`config.mk`:
```
export PLATFORM = sky130hd
export DESIGN_NAME = qad_approx_adder
export DESIGN_NICKNAME = d
export VERILOG_FILES = /design/src/rtl/qad_pkg.sv /design/src/rtl/qad_seg_adder.sv /design/src/rtl/qad_sum_reg.sv /design/src/rtl/qad_approx_adder.sv
export SDC_FILE = /design/constraint.sdc
export NUM_CORES = 1
export LEC_CHECK = 0
export BUFFER_PORTS_ARGS = -buffer_cell sky130_fd_sc_hd__buf_2
export CAP_MARGIN = 10
export CORE_AREA = 5 5 42 44
export CTS_BUF_LIST = sky130_fd_sc_hd__clkbuf_8
export DETAILED_ROUTE_END_ITERATION = 7
export DIE_AREA = 0 0 47 49
export PLACE_DENSITY = 0.71
export SLEW_MARGIN = 20
export SYNTH_ARGS = -nofsm -noshare
export SYNTH_HDL_FRONTEND = slang
export SYNTH_SLANG_ARGS = --single-unit
```
`constraint.sdc`:
```
create_clock -name clk -period 2 [get_ports clk]
set_input_delay 0 -clock clk [delete_from_list [all_inputs] [get_ports clk]]
set_output_delay 0 -clock clk [all_outputs]
set_load 0.1 [all_outputs]
```
`src/rtl/qad_pkg.sv`:
```
package qad_pkg;

  // Upper bound on the number of segments a layout may use.
  localparam int MAX_SEGS = 8;

  // Per-segment configuration vector (unused tail entries stay zero).
  typedef int seg_vec_t [MAX_SEGS];

  // Sum of result widths of segments 0..upto inclusive.
  function automatic int cum_res(seg_vec_t res, int upto);
    int acc;
    acc = 0;
    for (int k = 0; k < MAX_SEGS; k++) begin
      if (k <= upto) acc += res[k];
    end
    return acc;
  endfunction

  // Lowest operand index read by segment idx.
  function automatic int win_lo(seg_vec_t res, seg_vec_t pred, int idx);
    return cum_res(res, idx) + pred[0] - res[idx] - pred[idx];
  endfunction

  // Layout legality: count in range, positive result widths, non-negative
  // prediction depths, result widths covering the operand, chain rule.
  function automatic bit cfg_ok(seg_vec_t res, seg_vec_t pred, int cnt, int width);
    bit ok;
    ok = (cnt >= 1) && (cnt <= MAX_SEGS);
    for (int k = 0; k < MAX_SEGS; k++) begin
      if (k < cnt) begin
        if (res[k] < 1 || pred[k] < 0) ok = 1'b0;
        if (k > 0 && !(pred[k] < pred[k-1] + res[k-1])) ok = 1'b0;
      end
    end
    if (ok && cum_res(res, cnt - 1) != width) ok = 1'b0;
    return ok;
  endfunction

endpackage

```
`src/rtl/qad_seg_adder.sv`:
```
// Exact ripple adder for one segment. Sum bits below DROP_LO are never
// formed (only their carries are), and the final carry is built only when
// KEEP_CARRY is set, so nothing unused is synthesised.
module qad_seg_adder #(
  parameter int WIDTH      = 4,
  parameter int DROP_LO    = 0,
  parameter bit KEEP_CARRY = 1'b0,
  localparam int OUT_W     = WIDTH - DROP_LO + int'(KEEP_CARRY)
) (
  input  logic [WIDTH-1:0] x_i,
  input  logic [WIDTH-1:0] y_i,
  output logic [OUT_W-1:0] res_o
);

  // c[j] is the carry into bit j; bit 0 has no carry-in.
  logic [WIDTH-1:0] c;
  assign c[0] = 1'b0;

  for (genvar j = 0; j < WIDTH; j++) begin : g_bit
    if (j >= DROP_LO) begin : g_sum
      assign res_o[j-DROP_LO] = x_i[j] ^ y_i[j] ^ c[j];
    end
    if (j < WIDTH - 1) begin : g_carry
      assign c[j+1] = (x_i[j] & y_i[j]) | (c[j] & (x_i[j] ^ y_i[j]));
    end else if (KEEP_CARRY) begin : g_cout
      assign res_o[OUT_W-1] = (x_i[j] & y_i[j]) | (c[j] & (x_i[j] ^ y_i[j]));
    end
  end

  // The ripple chain must agree with an arithmetic sum of the window.
  always_comb begin
    AST_SEG_SUM: assert (res_o == OUT_W'(({1'b0, x_i} + {1'b0, y_i}) >> DROP_LO))
      else $error("segment ripple sum disagrees with window sum");
  end

endmodule

```
`src/rtl/qad_sum_reg.sv`:
```
// Output register with synchronous active-high reset.
module qad_sum_reg #(
  parameter int WIDTH = 9
) (
  input  logic             clk,
  input  logic             rst,
  input  logic [WIDTH-1:0] d_i,
  output logic [WIDTH-1:0] q_o
);

  always_ff @(posedge clk) begin
    if (rst) q_o <= '0;
    else     q_o <= d_i;
  end

endmodule

```
`src/rtl/qad_approx_adder.sv`:
```
module qad_approx_adder #(
  parameter int A_WIDTH = 8,
  parameter int B_WIDTH = 8,
  parameter int SEG_CNT = 3,
  parameter qad_pkg::seg_vec_t RES_BITS  = '{4, 2, 2, 0, 0, 0, 0, 0},
  parameter qad_pkg::seg_vec_t PRED_BITS = '{0, 2, 2, 0, 0, 0, 0, 0},
  localparam int N = (A_WIDTH > B_WIDTH) ? A_WIDTH : B_WIDTH
) (
  input  logic               clk,
  input  logic               rst,
  input  logic [A_WIDTH-1:0] op_a_i,
  input  logic [B_WIDTH-1:0] op_b_i,
  output logic [N:0]         sum_o
);

  // Highest index any window reads is N+P0-1; pad up to there with zeros.
  localparam int PAD_W = N + PRED_BITS[0];
  localparam int LOW_W = RES_BITS[0];

  if (!qad_pkg::cfg_ok(RES_BITS, PRED_BITS, SEG_CNT, N)) begin : g_cfg_bad
    $error("segment layout violates width or prediction-chain rule");
  end

  logic [N-1:0]     a_ext;
  logic [N-1:0]     b_ext;
  logic [PAD_W-1:0] a_pad;
  logic [PAD_W-1:0] b_pad;
  wire  [N:0]       sum_d;

  assign a_ext = N'(op_a_i);
  assign b_ext = N'(op_b_i);
  assign a_pad = PAD_W'(a_ext);
  assign b_pad = PAD_W'(b_ext);

  for (genvar g = 0; g < SEG_CNT; g++) begin : g_seg
    localparam int  RW   = RES_BITS[g];
    localparam int  PW   = PRED_BITS[g];
    localparam int  WW   = RW + PW;
    localparam int  LO   = qad_pkg::win_lo(RES_BITS, PRED_BITS, g);
    localparam int  OFF  = qad_pkg::cum_res(RES_BITS, g) - RW;
    localparam bit  LAST = (g == SEG_CNT - 1);
    localparam int  OW   = RW + int'(LAST);

    logic [OW-1:0] seg_res;

    qad_seg_adder #(
      .WIDTH     (WW),
      .DROP_LO   (PW),
      .KEEP_CARRY(LAST)
    ) u_add (
      .x_i  (a_pad[LO +: WW]),
      .y_i  (b_pad[LO +: WW]),
      .res_o(seg_res)
    );

    assign sum_d[OFF +: OW] = seg_res;
  end

  qad_sum_reg #(
    .WIDTH(N + 1)
  ) u_reg (
    .clk(clk),
    .rst(rst),
    .d_i(sum_d),
    .q_o(sum_o)
  );

  // Reset clears the registered sum.
  AST_RESET_CLEAR: assert property (@(posedge clk) disable iff (rst)
    $past(rst) |-> (sum_o == '0));

  if (PRED_BITS[0] == 0) begin : g_low_chk
    // The lowest segment sees every bit below it, so its slice is exact.
    AST_LOW_SEG_EXACT: assert property (@(posedge clk) disable iff (rst)
      !$past(rst) |-> (sum_o[LOW_W-1:0] == $past(a_ext[LOW_W-1:0] + b_ext[LOW_W-1:0])));
    // With one operand zero no carry exists anywhere, so nothing is lost.
    AST_ZERO_OPERAND: assert property (@(posedge clk) disable iff (rst)
      (!$past(rst) && $past(b_ext) == '0) |-> (sum_o == {1'b0, $past(a_ext)}));
  end

  if (SEG_CNT == 1 && PRED_BITS[0] == 0) begin : g_exact_chk
    AST_SINGLE_SEG_EXACT: assert property (@(posedge clk) disable iff (rst)
      !$past(rst) |-> (sum_o == $past({1'b0, a_ext} + {1'b0, b_ext})));
  end

endmodule

```
; Word level (Yosys, flattened, before mapping)
; Index checks and enable logic that the tools add are counted.
[op_classes]
eq_ne = 0
n_mul = 0
add_sub_neg = 0
order_cmp = 0
n_bitwise = 37
n_reduce_logical = 0
shifts = 0
div_mod_pow = 0
n_mux = 0
[op_table]
columns = cell, n
row1 = AND 1 bit, 15
row2 = bitwise XOR 1 bit, 15
row3 = OR 1 bit, 7
[word_totals]
input_bits = 18
latch_bits = 0
mem_bits_rw = 0
output_inout_bits = 9
regBits = 9
wordCells = 38
mem_count = 0
romBits = 0

; Longest topological paths before layout
; Gate-level depths: netlist of run 1.
[depth]
ltp_word = 7
depth_mapped = 6

; Cells and area by module
; A second synthesis of run 1 with hierarchy kept.
[hier_totals]
hier_cells = 35
area_unflattened_um2 = 457.9
[by_module_without_submodules]
columns = module, instances, area_per_inst_um2, seq_area_each_um2, cells_per_inst
row1 = qad_sum_reg, 1, 236.5, 180.2, 18
row2 = qad_seg_adder (g_seg[2].u_add), 1, 80.1, 0.0, 9
row3 = qad_seg_adder (g_seg[0].u_add), 1, 76.3, 0.0, 4
row4 = qad_seg_adder (g_seg[1].u_add), 1, 65.1, 0.0, 4

; Least setup slack after synthesis of run 1
; No wires, ideal clock.
[synth_path]
kind = input-to-reg
startpoint = in op_a_i[5]
endpoint = reg u_reg.q_o[7]
setup_time_ns = 0.064
slack_ns = 0.548
cell_stages = 6
arrival_time_ns = 1.387
path_cell_list = ha_1 a21o_2 fa_1 inv_1 fa_1 nor2_1
[synth_between]
elab_chain_cells = 6
[synth_rtl]
columns = item, line_no
row1 = "start, declared", qad_approx_adder.sv:11  ; input logic [A_WIDTH-1:0] op_a_i,
row2 = bitwise XOR 1 bit, qad_seg_adder.sv:24  ; assign c[j+1] = (x_i[j] & y_i[j]) | (c[j] & (x_i[j] ^ y_i[j]));
row3 = AND 1 bit, qad_seg_adder.sv:24
row4 = OR 1 bit (*), qad_seg_adder.sv:24
row5 = AND 1 bit (*), qad_seg_adder.sv:24
row6 = OR 1 bit (*), qad_seg_adder.sv:24
row7 = bitwise XOR 1 bit (*), qad_seg_adder.sv:21  ; assign res_o[j-DROP_LO] = x_i[j] ^ y_i[j] ^ c[j];
row8 = "end signal, assigned", qad_sum_reg.sv:13  ; else q_o <= d_i;
row9 = "end, declared", qad_sum_reg.sv:8  ; output logic [WIDTH-1:0] q_o
; Mark *: on every way between the ends. The rest lies on a longest branch, timed or not.
; A chain may end at the register's enable or synchronous reset.

; Worst setup path after layout of run 1
; Ends and elaborated chain as after synthesis.

==> results.sh, run 1 <==
export IMPL_die_width_um=47
export IMPL_p_per_area_mw_per_mm2=985
export IMPL_gpl_congestion=0.667
export IMPL_placement_cell_area_um2=606
export IMPL_critical_path_top_cell_by_count="sky130_fd_sc_hd__fa_1"
export IMPL_initial_utilization_pct=33.0
export IMPL_period_share_pct=69.3
export IMPL_layout_min_cycle_time_ps=1390
export IMPL_synth_ff_latch_count=9
export IMPL_setup_tns_ps=0
export IMPL_dr_total_vias=350
export IMPL_ctsResizeCount=0
export IMPL_layout_drive_gt1_share_pct=44.4
export IMPL_core_region_area_mm2=0.00140
export IMPL_main_area_contributors_after_synthesis="sky130_fd_sc_hd__dfxtp_1 (39%), sky130_fd_sc_hd__fa_1 (22%), sky130_fd_sc_hd__ha_1 (14%)"
export IMPL_nNetsFinal=101
export IMPL_max_cap_violations=0
export IMPL_dieHeight_um=49
export IMPL_largest_register_ffs=9
export IMPL_cts_tree="done"
export IMPL_synth_top_area_share_pct=38.9
export IMPL_ios=27
export IMPL_fp_dieArea_mm2=0.00230
export IMPL_crit_required_ps=2160
export IMPL_crit_type="primary input to flip-flop"
export IMPL_path_clk_slew_ps=40
export IMPL_post_synthesis_sequential_area_ratio_pct=38.9
export IMPL_post_synth_cell_area_avg_um2=10.8
export IMPL_internal_power_w=0.000384
export IMPL_mostFrequentLayoutCell="sky130_fd_sc_hd__buf_2"
export IMPL_critPathMaxFanout=2
export IMPL_fill_cells=144
export IMPL_synth_net_count=71
export IMPL_post_synth_instance_area_um2=463
export IMPL_yosysWarningCount=0
export IMPL_cp_arrival_ps=1550
export IMPL_cts_path_max_buffers=2
export IMPL_top_register="u_reg.q_o"
export IMPL_worst_path_max_delay_cell="sky130_fd_sc_hd__fa_1"
export IMPL_p_clk_share_pct=30.8
export IMPL_finish_instance_area_um2=651
export IMPL_critPathLaunchType="primary input"
export IMPL_detailedRoute_firstIterationViolations=1
export IMPL_holdWs_ps=57.5
export IMPL_top_regs="u_reg.q_o x9"
export IMPL_worst_slew_pin_tran_ps=494
export IMPL_cts_htree_levels=1
export IMPL_cts_setup_buffers=0
export IMPL_layout_common_cells="sky130_fd_sc_hd__buf_2 (26), sky130_fd_sc_hd__inv_1 (11), sky130_fd_sc_hd__dfxtp_1 (9)"
export IMPL_clock_root_buffer="sky130_fd_sc_hd__clkbuf_8"
export IMPL_grt_setup_unrepaired="false"
export IMPL_via_per_inst=3.98
export IMPL_rows=14
export IMPL_worstSetupEndpointType="flip-flop"
export IMPL_wl_per_cell_um=8.90
export IMPL_dp_hpwl_um=695
export IMPL_dp_worst_setup_slack_ps=381
export IMPL_sum_of_routed_wire_length_over_all_layers_um=783
export IMPL_final_setup_worst_slack_ps=613
export IMPL_grt_overflow_total=0
export IMPL_first_global_vias=368
export IMPL_max_ir_drop_vdd_mv=0.370
export IMPL_maximum_number_of_pins_on_one_net_before_global_route_repair=10
export IMPL_setup_viol=0
export IMPL_slew_violations=0
export IMPL_initial_drt_pass_iterations=2
export IMPL_global_route_wire_length_before_repair_mm=1.38
export IMPL_whs_endpoint="u_reg.q_o[4]$_SDFF_PP0_"
export IMPL_clkSinkCount=9
export IMPL_status="finished, final reports clean"
export IMPL_drc=0
export IMPL_antenna_found_initial=0
export IMPL_hp_class="primary input to flip-flop"
export IMPL_post_synth_cell_types=10
export IMPL_p_sw_share_pct=40.1
export IMPL_fmax_mhz=721
export IMPL_grt_util_all_layers_pct=8.24
export IMPL_total_switching_power_w=0.000257
export IMPL_cts_hold_buffers_added=0
export IMPL_worstHoldPathCells=2
export IMPL_cellLeakagePower_nw=0.372
export IMPL_synthesis_instances=43
export IMPL_finalHoldViolations=0
export IMPL_worst_slew_margin_rel_pct=67.3
export IMPL_cts_buffers=3
export IMPL_worst_path_cell_trace="buf_2 -> ha_1 -> a21o_2 -> fa_1 -> inv_1 -> fa_1 -> nor2_1"
export IMPL_antennaDiodeCount=0
export IMPL_power_share_sequential_pct=31.8
export IMPL_synth_largest_area_cell="sky130_fd_sc_hd__dfxtp_1"
export IMPL_max_stage_delay_ps=400
export IMPL_detail_route_antenna_nets=0
export IMPL_share_comb_of_total_power_pct=37.4
export IMPL_area_growth_syn_to_layout_pct=40.5
export IMPL_port_buffers=26
export IMPL_launch_point_of_the_worst_hold_path="rst"
## stage by stage
step                std cells  power [W]  util [%]
finish                     88   0.000641      46.4
global route               88   0.000679      46.4
CTS                        88   0.000652      46.4
floorplan                  43   0.000405         -
global placement           84   0.000446      43.2
detailed placement         84   0.000450      43.2
## layer usage
metal	track usage [%]	part of all wire [%]	up-vias
li1	-	-	181
met1	8.58	32	156
met2	14.9	58	13
met3	0	9.8	0
met4	5.53	0	0
met5	0	0	-
## cell type report
class | count | area [um2] | area share, %
Clock buffer | 3 | 41.3 | 6.35
Tap cell | 16 | 20.0 | 3.08
Timing Repair Buffer | 26 | 130 | 20.0
Sequential cell | 9 | 180 | 27.7
Inverter | 10 | 37.5 | 5.77
Clock inverter | 1 | 3.75 | 0.577
Multi-Input combinational cell | 23 | 238 | 36.5
## worst max-delay path: cells and delay by family
| kind | cells | cell delay (ps) |
|---|---|---|
| adder cells (fa/ha/maj) | 3 | 1060 |
| AO/OA/AOI/OAI | 1 | 210 |
| buffers and inverters | 2 | 170 |
| AND/OR/NAND/NOR | 1 | 100 |
## cells by family after synthesis
family | share of synthesized area, %
DFF | 38.9
AOI/OAI and AO/OA | 2.97
adders and majority gates | 35.1
xor gates and xnor gates | 3.78
buffers and inverters | 9.73
and+or+nand+nor | 9.46
## power groups by stage
stage	logic, W	registers [W]	clock network [W]
after floorplan	0.0000475	0.000357	0
after global placement	0.000239	0.000207	0
after detailed placement	0.000242	0.000207	0
after CTS	0.000243	0.000204	0.000205
after global routing	0.000256	0.000206	0.000218
final	0.000240	0.000204	0.000197
## synth_stat cells
cell	instances
sky130_fd_sc_hd__inv_1	10
sky130_fd_sc_hd__nor2b_2	2
sky130_fd_sc_hd__dfxtp_1	9
sky130_fd_sc_hd__a21o_2	1
sky130_fd_sc_hd__ha_1	5
sky130_fd_sc_hd__xor2_1	2
sky130_fd_sc_hd__fa_1	5
sky130_fd_sc_hd__buf_4	1
sky130_fd_sc_hd__nor2_1	7
sky130_fd_sc_hd__a21oi_1	1
## worst max-delay path by stage
stage / from / end / slack, ps / cells past startpoint
2_1_floorplan: op_a_i[5] / u_reg.q_o[7]$_SDFF_PP0_ / 550 / 6
3_5_place_dp: op_a_i[5] / u_reg.q_o[7]$_SDFF_PP0_ / 380 / 7
4_1_cts: op_a_i[5] / u_reg.q_o[7]$_SDFF_PP0_ / 610 / 7
6_report: op_a_i[5] / u_reg.q_o[7]$_SDFF_PP0_ / 610 / 7
3_3_place_gp: op_a_i[5] / u_reg.q_o[7]$_SDFF_PP0_ / 410 / 7
5_1_grt: op_a_i[5] / u_reg.q_o[7]$_SDFF_PP0_ / 550 / 7
Power figures use the tool's default switching activity.
==> inputs of run 2 (changes only) <==
--- a/config.mk
+++ b/config.mk
@@ -11,7 +11,7 @@
 export CTS_BUF_LIST = sky130_fd_sc_hd__clkbuf_8
 export DETAILED_ROUTE_END_ITERATION = 7
 export DIE_AREA = 0 0 47 49
-export PLACE_DENSITY = 0.71
+export PLACE_DENSITY = 0.74
 export SLEW_MARGIN = 20
 export SYNTH_ARGS = -nofsm -noshare
 export SYNTH_HDL_FRONTEND = slang
==> constraint.sdc (replaced) <==
create_clock -name clk -period 1.2 [get_ports clk]
set_input_delay 0 -clock clk [delete_from_list [all_inputs] [get_ports clk]]
set_output_delay 0 -clock clk [all_outputs]
set_load 0.1 [all_outputs]
==> results.sh, run 2 (synthesized netlist as in run 1, its figures left out) <==
export IMPL_worst_slew_pin_tran_ps=497
export IMPL_worstHoldPathCells=2
export IMPL_max_cap_violations=0
export IMPL_fp_dieArea_mm2=0.00230
export IMPL_crit_type="primary input to flip-flop"
export IMPL_hp_class="primary input to flip-flop"
export IMPL_clkSinkCount=9
export IMPL_die_width_um=47
export IMPL_initial_utilization_pct=33.0
export IMPL_max_stage_delay_ps=410
export IMPL_cts_buffers=3
export IMPL_layout_drive_gt1_share_pct=51.4
export IMPL_cts_htree_levels=1
export IMPL_nNetsFinal=103
export IMPL_cts_hold_buffers_added=0
export IMPL_grt_setup_unrepaired="true"
export IMPL_sum_of_routed_wire_length_over_all_layers_um=870
export IMPL_grt_overflow_total=0
export IMPL_slew_violations=0
export IMPL_global_route_wire_length_before_repair_mm=1.49
export IMPL_crit_buf_inv=2
export IMPL_grt_util_all_layers_pct=8.61
export IMPL_status="finished with violations"
export IMPL_dieHeight_um=49
export IMPL_cellLeakagePower_nw=0.379
export IMPL_detailedRoute_firstIterationViolations=0
export IMPL_finish_instance_area_um2=682
export IMPL_cts_tree="done"
export IMPL_area_growth_syn_to_layout_pct=47.3
export IMPL_worstSetupEndpointType="flip-flop"
export IMPL_initial_drt_pass_iterations=1
export IMPL_placement_cell_area_um2=636
export IMPL_finalHoldViolations=0
export IMPL_antenna_found_initial=0
export IMPL_antennaDiodeCount=0
export IMPL_drc=0
export IMPL_ios=27
export IMPL_worst_path_max_delay_cell="sky130_fd_sc_hd__fa_1"
export IMPL_worst_path_cell_trace="buf_2 -> ha_4 -> a21o_2 -> fa_2 -> inv_2 -> fa_1 -> nor2_1"
export IMPL_first_global_vias=394
export IMPL_multi_input_area_um2=253
export IMPL_layout_common_cells="sky130_fd_sc_hd__buf_2 (26), sky130_fd_sc_hd__inv_1 (9), sky130_fd_sc_hd__dfxtp_1 (9)"
export IMPL_crit_required_ps=1370
export IMPL_cpLargestDelayFamily="adder cells"
export IMPL_rows=14
export IMPL_critPathLaunchType="primary input"
export IMPL_p_per_area_mw_per_mm2=1620
export IMPL_largest_register_ffs=9
export IMPL_setup_viol=1
export IMPL_max_ir_drop_vdd_mv=0.672
export IMPL_detail_route_antenna_nets=0
export IMPL_violations_in_the_final_reports="setup timing"
export IMPL_dr_total_vias=367
export IMPL_critPathMaxFanout=2
export IMPL_layout_min_cycle_time_ps=1270
export IMPL_worst_slew_margin_rel_pct=67.1
export IMPL_cts_setup_buffers=0
export IMPL_cts_path_max_buffers=2
export IMPL_path_clk_slew_ps=50
export IMPL_ctsResizeCount=0
export IMPL_cp_arrival_ps=1440
export IMPL_fmax_mhz=787
export IMPL_maximum_number_of_pins_on_one_net_before_global_route_repair=10
export IMPL_total_power_w=0.00110
export IMPL_top_register="u_reg.q_o"
export IMPL_whs_endpoint="u_reg.q_o[1]$_SDFF_PP0_"
export IMPL_period_share_pct=106
export IMPL_port_buffers=26
export IMPL_dp_hpwl_um=765
export IMPL_clock_root_buffer="sky130_fd_sc_hd__clkbuf_8"
export IMPL_top_regs="u_reg.q_o x9"
export IMPL_mostFrequentLayoutCell="sky130_fd_sc_hd__buf_2"
export IMPL_launch_point_of_the_worst_hold_path="rst"
export IMPL_core_region_area_mm2=0.00140
export IMPL_final_seq_area_um2=180
export IMPL_fill_cells=147
export IMPL_via_per_inst=4.08
export IMPL_final_setup_worst_slack_ps=-70.4
export IMPL_gpl_congestion=0.696
export IMPL_wl_per_cell_um=9.67
run 2: layer usage:
metal	up-vias	part of all wire [%]	track usage, %	wire [um]
li1	184	-	-	-
met4	0	0	5.53	0
met5	-	0	0	0
met2	13	58	16.3	502
met1	170	34	7.95	299
met3	0	7.8	0.738	68
run 2: layout make-up:
class | count | share of cell area (%)
repair buffers | 28 | 21.3
flip-flops and latches | 9 | 26.4
clock buffers | 3 | 6.06
multi-input cells | 23 | 37.1
inverters | 10 | 5.50
well taps | 16 | 2.94
clock inverters | 1 | 0.734
run 2: power by group:
| group | switching (W) | leakage [nW] | internal [W] |
|---|---|---|---|
| sequential | 0.00000624 | 0.0750 | 0.000334 |
| combinational | 0.000323 | 0.278 | 0.0000967 |
| clock | 0.000117 | 0.0255 | 0.000226 |
run 2: per-stage QoR:
stage          util (%)  std cells  TNS (ps)  worst slack, ps  hold WS (ps)
6_report           48.7         90     -70.4            -70.4          58.8
5_1_grt            48.7         90      -119             -119          63.7
4_1_cts            48.7         90     -75.1            -75.1          62.1
3_5_place_dp       45.4         86      -653             -299           296
3_3_place_gp       45.4         86      -548             -270           292
2_1_floorplan         -         43      -128             -128           218
run 2: worst max path at each step:
stage,from,end,slack (ps),depth (start not counted)
after floorplan,op_a_i[5],u_reg.q_o[7]$_SDFF_PP0_,-130,6
after global placement,op_a_i[5],u_reg.q_o[7]$_SDFF_PP0_,-270,7
after detailed placement,op_a_i[5],u_reg.q_o[7]$_SDFF_PP0_,-300,7
after CTS,op_a_i[5],u_reg.q_o[7]$_SDFF_PP0_,-80,7
after global routing,op_a_i[5],u_reg.q_o[7]$_SDFF_PP0_,-120,7
final,op_a_i[5],u_reg.q_o[7]$_SDFF_PP0_,-70,7
